$ cat config.mk
export PLATFORM = sky130hd
export DESIGN_NAME = uart_fmt_tx
export DESIGN_NICKNAME = d
export VERILOG_FILES = /design/src/rtl/uart_fmt_pkg.sv /design/src/rtl/uart_fmt_decode.sv /design/src/rtl/uart_fmt_hold.sv /design/src/rtl/uart_fmt_shift.sv /design/src/rtl/uart_fmt_tx.sv
export SDC_FILE = /design/constraint.sdc
export NUM_CORES = 1
export LEC_CHECK = 0
export BUFFER_PORTS_ARGS = -buffer_cell sky130_fd_sc_hd__buf_2
export CAP_MARGIN = 40
export CORE_ASPECT_RATIO = 0.9
export CORE_UTILIZATION = 49
export DETAILED_ROUTE_END_ITERATION = 12
export PLACE_DENSITY = 0.7
export RECOVER_POWER = 25
export SLEW_MARGIN = 5
export SYNTH_ARGS = -nofsm -noshare
export SYNTH_HDL_FRONTEND = slang
export SYNTH_SLANG_ARGS = --single-unit
export TNS_END_PERCENT = 100
$ cat constraint.sdc
create_clock -name clk -period 2.95 [get_ports clk]
set_clock_uncertainty 0.1 [all_clocks]
set_input_delay 0.1475 -clock clk [delete_from_list [all_inputs] [get_ports clk]]
set_output_delay 0.1475 -clock clk [all_outputs]
set_load 0.05 [all_outputs]
$ cat src/rtl/uart_fmt_pkg.sv
package uart_fmt_pkg;

  localparam int MAX_DW = 8;
  localparam int IDXW   = $clog2(MAX_DW);

  typedef enum logic [2:0] {
    ST_IDLE  = 3'd0,
    ST_START = 3'd1,
    ST_DATA  = 3'd2,
    ST_PAR   = 3'd3,
    ST_STOP  = 3'd4
  } tx_state_e;

  typedef enum logic [1:0] {
    STOP_ONE      = 2'd0,
    STOP_ONE_HALF = 2'd1,
    STOP_TWO      = 2'd2
  } stop_sel_e;

  // low six bits of the control byte, MSB first
  typedef struct packed {
    logic       stick;
    logic       even;
    logic       par_en;
    logic       stop_long;
    logic [1:0] wlen;
  } fmt_ctl_t;

  // format captured with each character
  typedef struct packed {
    logic [IDXW-1:0] last_idx;
    logic            par_en;
    logic            par_bit;
    stop_sel_e       stop_sel;
  } frame_fmt_t;

endpackage

$ cat src/rtl/uart_fmt_decode.sv
module uart_fmt_decode
  import uart_fmt_pkg::*;
(
  input  logic [5:0]        fmt_bits,
  input  logic [MAX_DW-1:0] data,
  output frame_fmt_t        fmt
);

  fmt_ctl_t          ctl;
  logic [MAX_DW-1:0] masked;
  logic              odd_ones;

  assign ctl = fmt_bits;

  // keep only the bits that will be sent
  always_comb begin
    masked = '0;
    for (int i = 0; i < MAX_DW; i++) begin
      if (i < 5 + int'(ctl.wlen)) masked[i] = data[i];
    end
  end

  assign odd_ones = ^masked;

  always_comb begin
    fmt.last_idx = IDXW'(4 + int'(ctl.wlen));
    fmt.par_en   = ctl.par_en;
    if (ctl.stick)     fmt.par_bit = ~ctl.even;
    else if (ctl.even) fmt.par_bit = odd_ones;
    else               fmt.par_bit = ~odd_ones;
    if (!ctl.stop_long)     fmt.stop_sel = STOP_ONE;
    else if (ctl.wlen == 0) fmt.stop_sel = STOP_ONE_HALF;
    else                    fmt.stop_sel = STOP_TWO;
  end

endmodule

$ cat src/rtl/uart_fmt_hold.sv
module uart_fmt_hold
  import uart_fmt_pkg::*;
(
  input  logic              clk,
  input  logic              rst_n,
  input  logic [MAX_DW-1:0] in_data,
  input  logic              in_valid,
  output logic              in_ready,
  input  logic              take,
  output logic              full,
  output logic [MAX_DW-1:0] data_q
);

  logic full_q;
  logic accept;

  assign in_ready = ~full_q;
  assign accept   = in_valid & ~full_q;
  assign full     = full_q;

  always_ff @(posedge clk or negedge rst_n) begin
    if (!rst_n) begin
      full_q <= 1'b0;
      data_q <= '0;
    end else if (take) begin
      full_q <= 1'b0;
    end else if (accept) begin
      full_q <= 1'b1;
      data_q <= in_data;
    end
  end

  // a waiting byte is neither lost nor overwritten
  assert_hold_stable_R8: assert property (@(posedge clk) disable iff (!rst_n)
    (full_q && !take) |=> (full_q && $stable(data_q)));

  assert_accept_blocks_R8: assert property (@(posedge clk) disable iff (!rst_n)
    (in_valid && in_ready) |=> !in_ready);

endmodule

$ cat src/rtl/uart_fmt_shift.sv
module uart_fmt_shift
  import uart_fmt_pkg::*;
#(
  parameter int TICKS_PER_BIT = 16
)(
  input  logic              clk,
  input  logic              rst_n,
  input  logic              tick,
  input  logic              hold_full,
  input  logic [MAX_DW-1:0] hold_data,
  input  frame_fmt_t        fmt,
  output logic              take,
  output logic              line,
  output logic              idle
);

  localparam int CW        = $clog2(2 * TICKS_PER_BIT + 1);
  localparam int HALF_BIT  = TICKS_PER_BIT / 2;

  tx_state_e         state;
  logic [MAX_DW-1:0] sh;
  logic [IDXW-1:0]   idx;
  logic [CW-1:0]     cnt;
  frame_fmt_t        fmt_q;
  logic [CW-1:0]     stop_limit;
  logic [CW-1:0]     limit;
  logic              phase_end;

  always_comb begin
    case (fmt_q.stop_sel)
      STOP_ONE_HALF: stop_limit = CW'(TICKS_PER_BIT + HALF_BIT);
      STOP_TWO:      stop_limit = CW'(2 * TICKS_PER_BIT);
      default:       stop_limit = CW'(TICKS_PER_BIT);
    endcase
  end

  assign limit     = (state == ST_STOP) ? stop_limit : CW'(TICKS_PER_BIT);
  assign phase_end = tick && (cnt == limit - 1'b1);
  assign take      = hold_full && ((state == ST_IDLE) || (state == ST_STOP && phase_end));
  assign idle      = (state == ST_IDLE);

  always_comb begin
    case (state)
      ST_START: line = 1'b0;
      ST_DATA:  line = sh[0];
      ST_PAR:   line = fmt_q.par_bit;
      default:  line = 1'b1;
    endcase
  end

  always_ff @(posedge clk or negedge rst_n) begin
    if (!rst_n) begin
      state <= ST_IDLE;
      sh    <= '0;
      idx   <= '0;
      cnt   <= '0;
      fmt_q <= '0;
    end else if (take) begin
      state <= ST_START;
      sh    <= hold_data;
      fmt_q <= fmt;
      idx   <= '0;
      cnt   <= '0;
    end else if (state != ST_IDLE && tick) begin
      if (!phase_end) begin
        cnt <= cnt + 1'b1;
      end else begin
        cnt <= '0;
        case (state)
          ST_START: begin
            state <= ST_DATA;
            idx   <= '0;
          end
          ST_DATA: begin
            sh <= sh >> 1;
            if (idx == fmt_q.last_idx) state <= fmt_q.par_en ? ST_PAR : ST_STOP;
            else                       idx   <= idx + 1'b1;
          end
          ST_PAR:  state <= ST_STOP;
          default: state <= ST_IDLE;
        endcase
      end
    end
  end

  assert_cnt_bound_R2: assert property (@(posedge clk) disable iff (!rst_n)
    (state != ST_IDLE) |-> (cnt < limit));

  assert_load_start_R1: assert property (@(posedge clk) disable iff (!rst_n)
    take |=> (state == ST_START && cnt == '0));

  assert_fmt_held_R9: assert property (@(posedge clk) disable iff (!rst_n)
    (state != ST_IDLE && !take) |=> $stable(fmt_q));

  assert_no_tick_freeze_R1: assert property (@(posedge clk) disable iff (!rst_n)
    (!tick && !take && state != ST_IDLE) |=> ($stable(cnt) && $stable(state)));

endmodule

$ cat src/rtl/uart_fmt_tx.sv
module uart_fmt_tx
  import uart_fmt_pkg::*;
#(
  parameter int TICKS_PER_BIT = 16
)(
  input  logic       clk,
  input  logic       rst_n,
  input  logic       baud_tick,
  input  logic [7:0] lcr_i,
  input  logic [7:0] in_data,
  input  logic       in_valid,
  output logic       in_ready,
  output logic       txd,
  output logic       hold_empty,
  output logic       tx_empty
);

  logic              hold_full;
  logic [MAX_DW-1:0] hold_data;
  logic              take;
  logic              line;
  logic              sh_idle;
  frame_fmt_t        fmt;
  logic              unused_ctl;

  assign unused_ctl = lcr_i[7];

  uart_fmt_hold u_hold (
    .clk      (clk),
    .rst_n    (rst_n),
    .in_data  (in_data),
    .in_valid (in_valid),
    .in_ready (in_ready),
    .take     (take),
    .full     (hold_full),
    .data_q   (hold_data)
  );

  uart_fmt_decode u_decode (
    .fmt_bits (lcr_i[5:0]),
    .data     (hold_data),
    .fmt      (fmt)
  );

  uart_fmt_shift #(.TICKS_PER_BIT(TICKS_PER_BIT)) u_shift (
    .clk       (clk),
    .rst_n     (rst_n),
    .tick      (baud_tick),
    .hold_full (hold_full),
    .hold_data (hold_data),
    .fmt       (fmt),
    .take      (take),
    .line      (line),
    .idle      (sh_idle)
  );

  // break acts on the pin only
  assign txd        = lcr_i[6] ? 1'b0 : line;
  assign hold_empty = ~hold_full;
  assign tx_empty   = sh_idle & ~hold_full;

  assert_idle_high_R10: assert property (@(posedge clk) disable iff (!rst_n)
    (tx_empty && !lcr_i[6]) |-> txd);

  assert_flag_order_R7: assert property (@(posedge clk) disable iff (!rst_n)
    tx_empty |-> hold_empty);

  assert_ready_tracks_R8: assert property (@(posedge clk) disable iff (!rst_n)
    in_ready == hold_empty);

endmodule

# Word-level counts from Yosys, hierarchy flattened

Index checks and enable logic that the tools add are counted.

Flip-flop bits (word level): 36
Word-level logic and storage cells: 93
Output and inout port bits: 4
Input port bits: 20

$add $sub $neg: 5
Bitwise logic cells: 6
Reductions and logical operators: 18
Equality and inequality tests: 10
Muxes and demuxes: 36
$lt $le $gt $ge: 8

Operator list:

| kind                                                | number |
|---|---|
| < comparator 4 x 32 -> 1 bit (first input constant) | 4 |
| < comparator 3 x 32 -> 1 bit (first input constant) | 2 |
| < comparator 2 x 32 -> 1 bit (first input constant) | 1 |
| 2-to-1 mux 8 bit                                    | 4 |
| 2-to-1 mux 3 bit                                    | 9 |
| 2-to-1 mux 6 bit                                    | 4 |
| 2-to-1 mux 1 bit                                    | 13 |
| case mux 6 bit (2 select lines)                     | 1 |
| case mux 3 bit (3 select lines)                     | 1 |
| nonzero test 2 bit                                  | 4 |
| XOR reduction 8 bit                                 | 1 |
| adder 6 x 1 -> 6 bit (second input constant)        | 1 |
| == test 3 x 2 -> 1 bit (second input constant)      | 2 |
| == test 6 bit                                       | 1 |
| case mux 3 bit (2 select lines)                     | 1 |
| AND reduction 3 bit                                 | 2 |
| nonzero test 3 bit                                  | 2 |
| subtractor 6 x 1 -> 6 bit (second input constant)   | 1 |
| adder 3 x 2 -> 4 bit (first input constant)         | 1 |
| logical AND 1 bit                                   | 4 |
| < comparator 1 x 4 -> 1 bit (first input constant)  | 1 |
| 2-to-1 mux 2 bit                                    | 2 |
| inverter 1 bit                                      | 4 |
| AND reduction 4 bit                                 | 1 |
| 15 further kinds                                    | 16 |

# Logic depth before layout (Yosys ltp)

Depth after elaboration: 11
Gate-level depth with buffers: 11
Depth with buffers taken out: 8

# By module

Synthesis repeated with hierarchy kept, for this count alone.

Cells, all modules: 199
Area total of the unflattened synthesis: 2,113.3 um2

By module, submodules not included:

| module          | times used | seq. area each (um2) | cells an instance | area an instance (um2) |
|---|---|---|---|---|
| uart_fmt_shift  | 1          | 675.6                | 157               | 1,589.0 |
| uart_fmt_hold   | 1          | 225.2                | 21                | 345.3 |
| uart_fmt_decode | 1          | 0.0                  | 18                | 155.1 |
| uart_fmt_tx     | 1          | 0.0                  | 3                 | 23.8 |

# Worst setup path after synthesis

Ideal clock, no wire load.

Kind: flip-flop to flip-flop
Start point: register u_shift.state[2]
End point: register u_shift.sh[5]
Slack: 0.107 ns
Arrival: 2.618 ns
Period minus slack after synthesis: 2.843 ns
Buffers on the path: 1
Data required time: 2.725 ns
Cell stages (with the launch flop): 10
Setup time: 0.125 ns
Cell sequence: dfrtp_1 buf_4 or3b_4 nor3b_1 ha_1 xor2_1 nor3_2 o2111ai_2 a21oi_4 mux2_4

Cells in the longest elaborated chain, start to end: 10
Elaborated cells on any way between the ends: 17
Classes of those cells: 1 x add/sub; 3 x eq/ne; 2 x mux; 11 x reduce/logical

Ends and longest elaborated chain:

| what                          | RTL line                                   | text |
|---|---|---|
| from (decl)                   | uart_fmt_shift.sv:20                       | `tx_state_e state;` |
| from (signal assigned)        | uart_fmt_shift.sv:76                       | `if (idx == fmt_q.last_idx) state <= fmt_q.par_en ? ST_PAR : ST_STOP;` |
| == test 3 bit                 | uart_fmt_shift.sv:37, uart_fmt_shift.sv:39 |  |
| 2-to-1 mux 6 bit              | uart_fmt_shift.sv:37                       | `assign limit = (state == ST_STOP) ? stop_limit : CW'(TICKS_PER_BIT);` |
| subtractor 6 x 1 -> 6 bit     | uart_fmt_shift.sv:38                       | `assign phase_end = tick && (cnt == limit - 1'b1);` |
| == test 6 bit                 | uart_fmt_shift.sv:38                       |  |
| logical AND 1 bit             | uart_fmt_shift.sv:38                       |  |
| logical AND 1 bit             | uart_fmt_shift.sv:39                       | `assign take = hold_full && ((state == ST_IDLE) \|\| (state == ST_STOP && phase_end));` |
| logical OR 1 bit              | uart_fmt_shift.sv:39                       |  |
| logical AND 1 bit             | uart_fmt_shift.sv:39                       |  |
| nonzero test 2 bit (no line)  | n/a                                        |  |
| AND reduction 3 bit (no line) | n/a                                        |  |
| to (signal assigned)          | uart_fmt_shift.sv:60                       | `sh <= hold_data;` |
| to (signal assigned)          | uart_fmt_shift.sv:75                       | `sh <= sh >> 1;` |
| to (decl)                     | uart_fmt_shift.sv:21                       | `logic [MAX_DW-1:0] sh;` |

Several ways; a longest one is shown, not always the timed one.
A chain may end at the register's enable or synchronous reset.

# Worst setup path after layout

Start point: register u_shift.state[0]
End point: register u_shift.sh[3]

The elaborated chain is that of the path after synthesis.

==> flow_summary_export.csv <==
group,metric,value,unit
die,floorplan.initialDensity,0.532,
synth,synth_warnings,0,
synth,synth_ff_type,"dfrtp_1",
placed_design,preCtsSetupSlack,0.107,ns
timing,setup_violations,0,
placed_design,placed_cells,258,
synth,synth_top_area_share,0.438,
global_route,track_usage,0.213,
power_and_ir_drop,power_density,977,nW/µm²
cts,worst_skew_pair.late_latency,0.28,ns
placed_design,place_hpwl,3080,µm
timing,finalCritPeriodShare,0.947,
worst_setup_path,r2r-end,"u_shift.sh[3]",
worst_setup_path,worst-r2r-setup-slack,0.16,ns
global_route,grt_start_max_net_pins,37,
worst_hold_path,hold_path_depth,3,
synth,ys_ff_latch,36,
drt,routed_via_density,5.62,
die,rows,21,
timing,tns,0,ns
timing,hold_viol_final,0,
die,fp.dieArea,4460,µm²
worst_setup_path,cp_max_fo,6,
layout,layout_common_cells,"dfrtp_1, buf_2, nand2_1",
cts,cts_resized,0,
drt,first_pass_iters,5,
worst_setup_path,reg2reg_from,"u_shift.state[0]",
cts,cts_root_buffer,"clkbuf_8",
timing,max_slew_margin,-0.283,
job,drv_cap,1,
global_route,grt_first_pass_wirelength,7410,µm
timing,rsz0062_at_grt,"no",
run_status,status,"finished, violations left",
layout,layout-drive-gt1-share,0.265,
cts,ctsLongestPathBuffers,2,
cts,ctsHtreeMaxLevel,2,
synth,synthCells,190,
layout,fin_area,2410,µm²
layout,diodes,0,
worst_hold_path,hp-start,"lcr_i[2]",
timing,fmax,358,MHz
synth,ys_types,55,
placed_design,globalplace.congestion,0.978,
cts,tritoncts,"yes",
synth,ys_seq_area_frac,0.438,
worst_setup_path,arrival,2.90,ns
cts,cts_sinks,36,
worst_hold_path,hold_class,"in -> reg",
placed_design,portBuffers,22,
timing,post-route-min-period,2.79,ns
global_route,antenna_found_initial,0,
drt,wl,4250,µm
layout,fin_nets,253,
power_and_ir_drop,max-vdd-ir-drop,0.472,mV
layout,layout_commonest_cell,"dfrtp_1",
layout,syn_to_final_growth,17.4,%
synth,async_flop_share,1.00,
drt,vias,1551,
worst_setup_path,endpoint_kind,"flop",
placed_design,placed_cell_area,2230,µm²
power_and_ir_drop,p_leak,0.00113,µW
timing,fin_ws,0.157,ns
timing,maxSlewViolCount,37,
drt,drt_iter0_drc,144,
run_status,violations,"capacitance limit, slew limit",
synth,syn_nets,213,
drt,drtAntennaViolNets,0,
die,core_area,3860,µm²
worst_setup_path,critPathKind,"reg -> reg",
synth,ys_top_cells_by_area,"dfrtp_1, mux2_2, mux2i_1, nand2_1, inv_1",
synth,synth_edf_count,0,
layout,instances_no_fill,276,
die,ios,24,
cts,clk_pin_slew,0.07,ns
worst_setup_path,reg2regPathDepth,10,
timing,worst_pin_slew,1.92,ns
worst_setup_path,worstSetupStartpointType,"flop",
worst_setup_path,critPathRequiredTime,3.05,ns
synth,yosys.area.top_type,"dfrtp_1",
drt,wl_per_cell,15.4,µm
cts,cts_buffers,5,
drt,drcViolationCount,0,
global_route,grt-ovfl-total,0,
synth,syn_area,2050,µm²
die,die_w,70.3,µm
synth,avgSynthCellArea,10.8,µm²
die,fp.dieH,63.4,µm
worst_setup_path,startpoint,"u_shift.state[0]",
worst_hold_path,whs_endpoint,"u_shift.fmt_q[0]",
global_route,grt_pass1_vias,1658,
==> layer usage <==
layer / wire length (µm) / vias to the layer above / global-route usage
met2: 2080 / 41 / 0.370
met3: 207 / 9 / 0.0368
met5: 0 / - / 0
met4: 59 / 0 / 0.0900
li1: - / 752 / -
met1: 1900 / 749 / 0.259
==> through the flow <==
step | util | power, µW | hold slack (ns)
2_1_floorplan | - | 1760 | -0.248
3_3_place_gp | 0.576 | 1950 | 0.156
3_5_place_dp | 0.576 | 2020 | 0.179
4_1_cts | 0.625 | 2360 | 0.0273
5_1_grt | 0.625 | 2520 | 0.0481
6_report | 0.625 | 2360 | 0.0357
==> cells in the mapped netlist, drive strengths merged (6+ instances only) <==
| cell | instances |
|---|---|
| dfrtp | 36 |
| inv | 14 |
| mux2 | 15 |
| mux2i | 12 |
| nand2 | 16 |
| nor2 | 9 |
| o21ai | 8 |
| xnor2 | 6 |
| xor2 | 6 |
==> how the worst max path moves through the flow <==
stage	slack [ns]	end	cells past startpoint
floorplan	0.11	u_shift.sh[5]	9
CTS	0.11	u_shift.sh[3]	10
detailed placement	0.11	u_shift.sh[3]	10
global route	0.03	u_shift.sh[3]	10
global placement	0.21	u_shift.sh[4]	10
finish	0.16	u_shift.sh[3]	10
==> power breakdown <==
part	internal (µW)	switching (µW)	total, µW
clock	160	166	327
sequential	695	187	882
combinational	534	614	1150
==> state kept, by name (all words and copies together) (netlist names) <==
register	cells
u_hold.data_q	8
u_shift.sh	8
u_shift.fmt_q	7
u_shift.cnt	6
u_shift.idx	3
u_shift.state	3
u_hold.full	1
==> critical path: stages, from the launching register on <==
cell,delay [ns]
dfrtp_1,0.37
or3b_4,0.43
nor3b_1,0.23
ha_1,0.28
xor2_1,0.15
nor3_2,0.22
buf_4,0.18
o2111ai_2,0.14
a21oi_4,0.21
buf_4,0.20
mux2i_1,0.20
==> repair_timing <==
action | CTS | global route
hold endpoints to repair | 46 | 0
endpoints found under the setup margin | 0 | 1
hold buffers | 11 | 0
setup buffers | 0 | 0
==> final cells by class <==
| cell class | count | area, µm² |
|---|---|---|
| clock buffers | 6 | 72.6 |
| clock inverters | 1 | 5.00 |
| fillers | 322 | 1450 |
| inverters | 14 | 52.6 |
| multi-input cells | 133 | 1050 |
| flip-flops and latches | 36 | 901 |
| well taps | 46 | 57.6 |
| repair buffers | 40 | 272 |
==> cell families (layout without fill, tap and decap cells) <==
family	count (synthesis)	count (layout)	synth area share
flops	36	36	0.438
mux	27	27	0.144
buf+inv	21	61	0.0493
fa+ha+maj	3	3	0.0183
simple gates	52	52	0.139
compound gates	38	38	0.148
xor+xnor	13	13	0.0621
(Power assumes the default switching activity.)
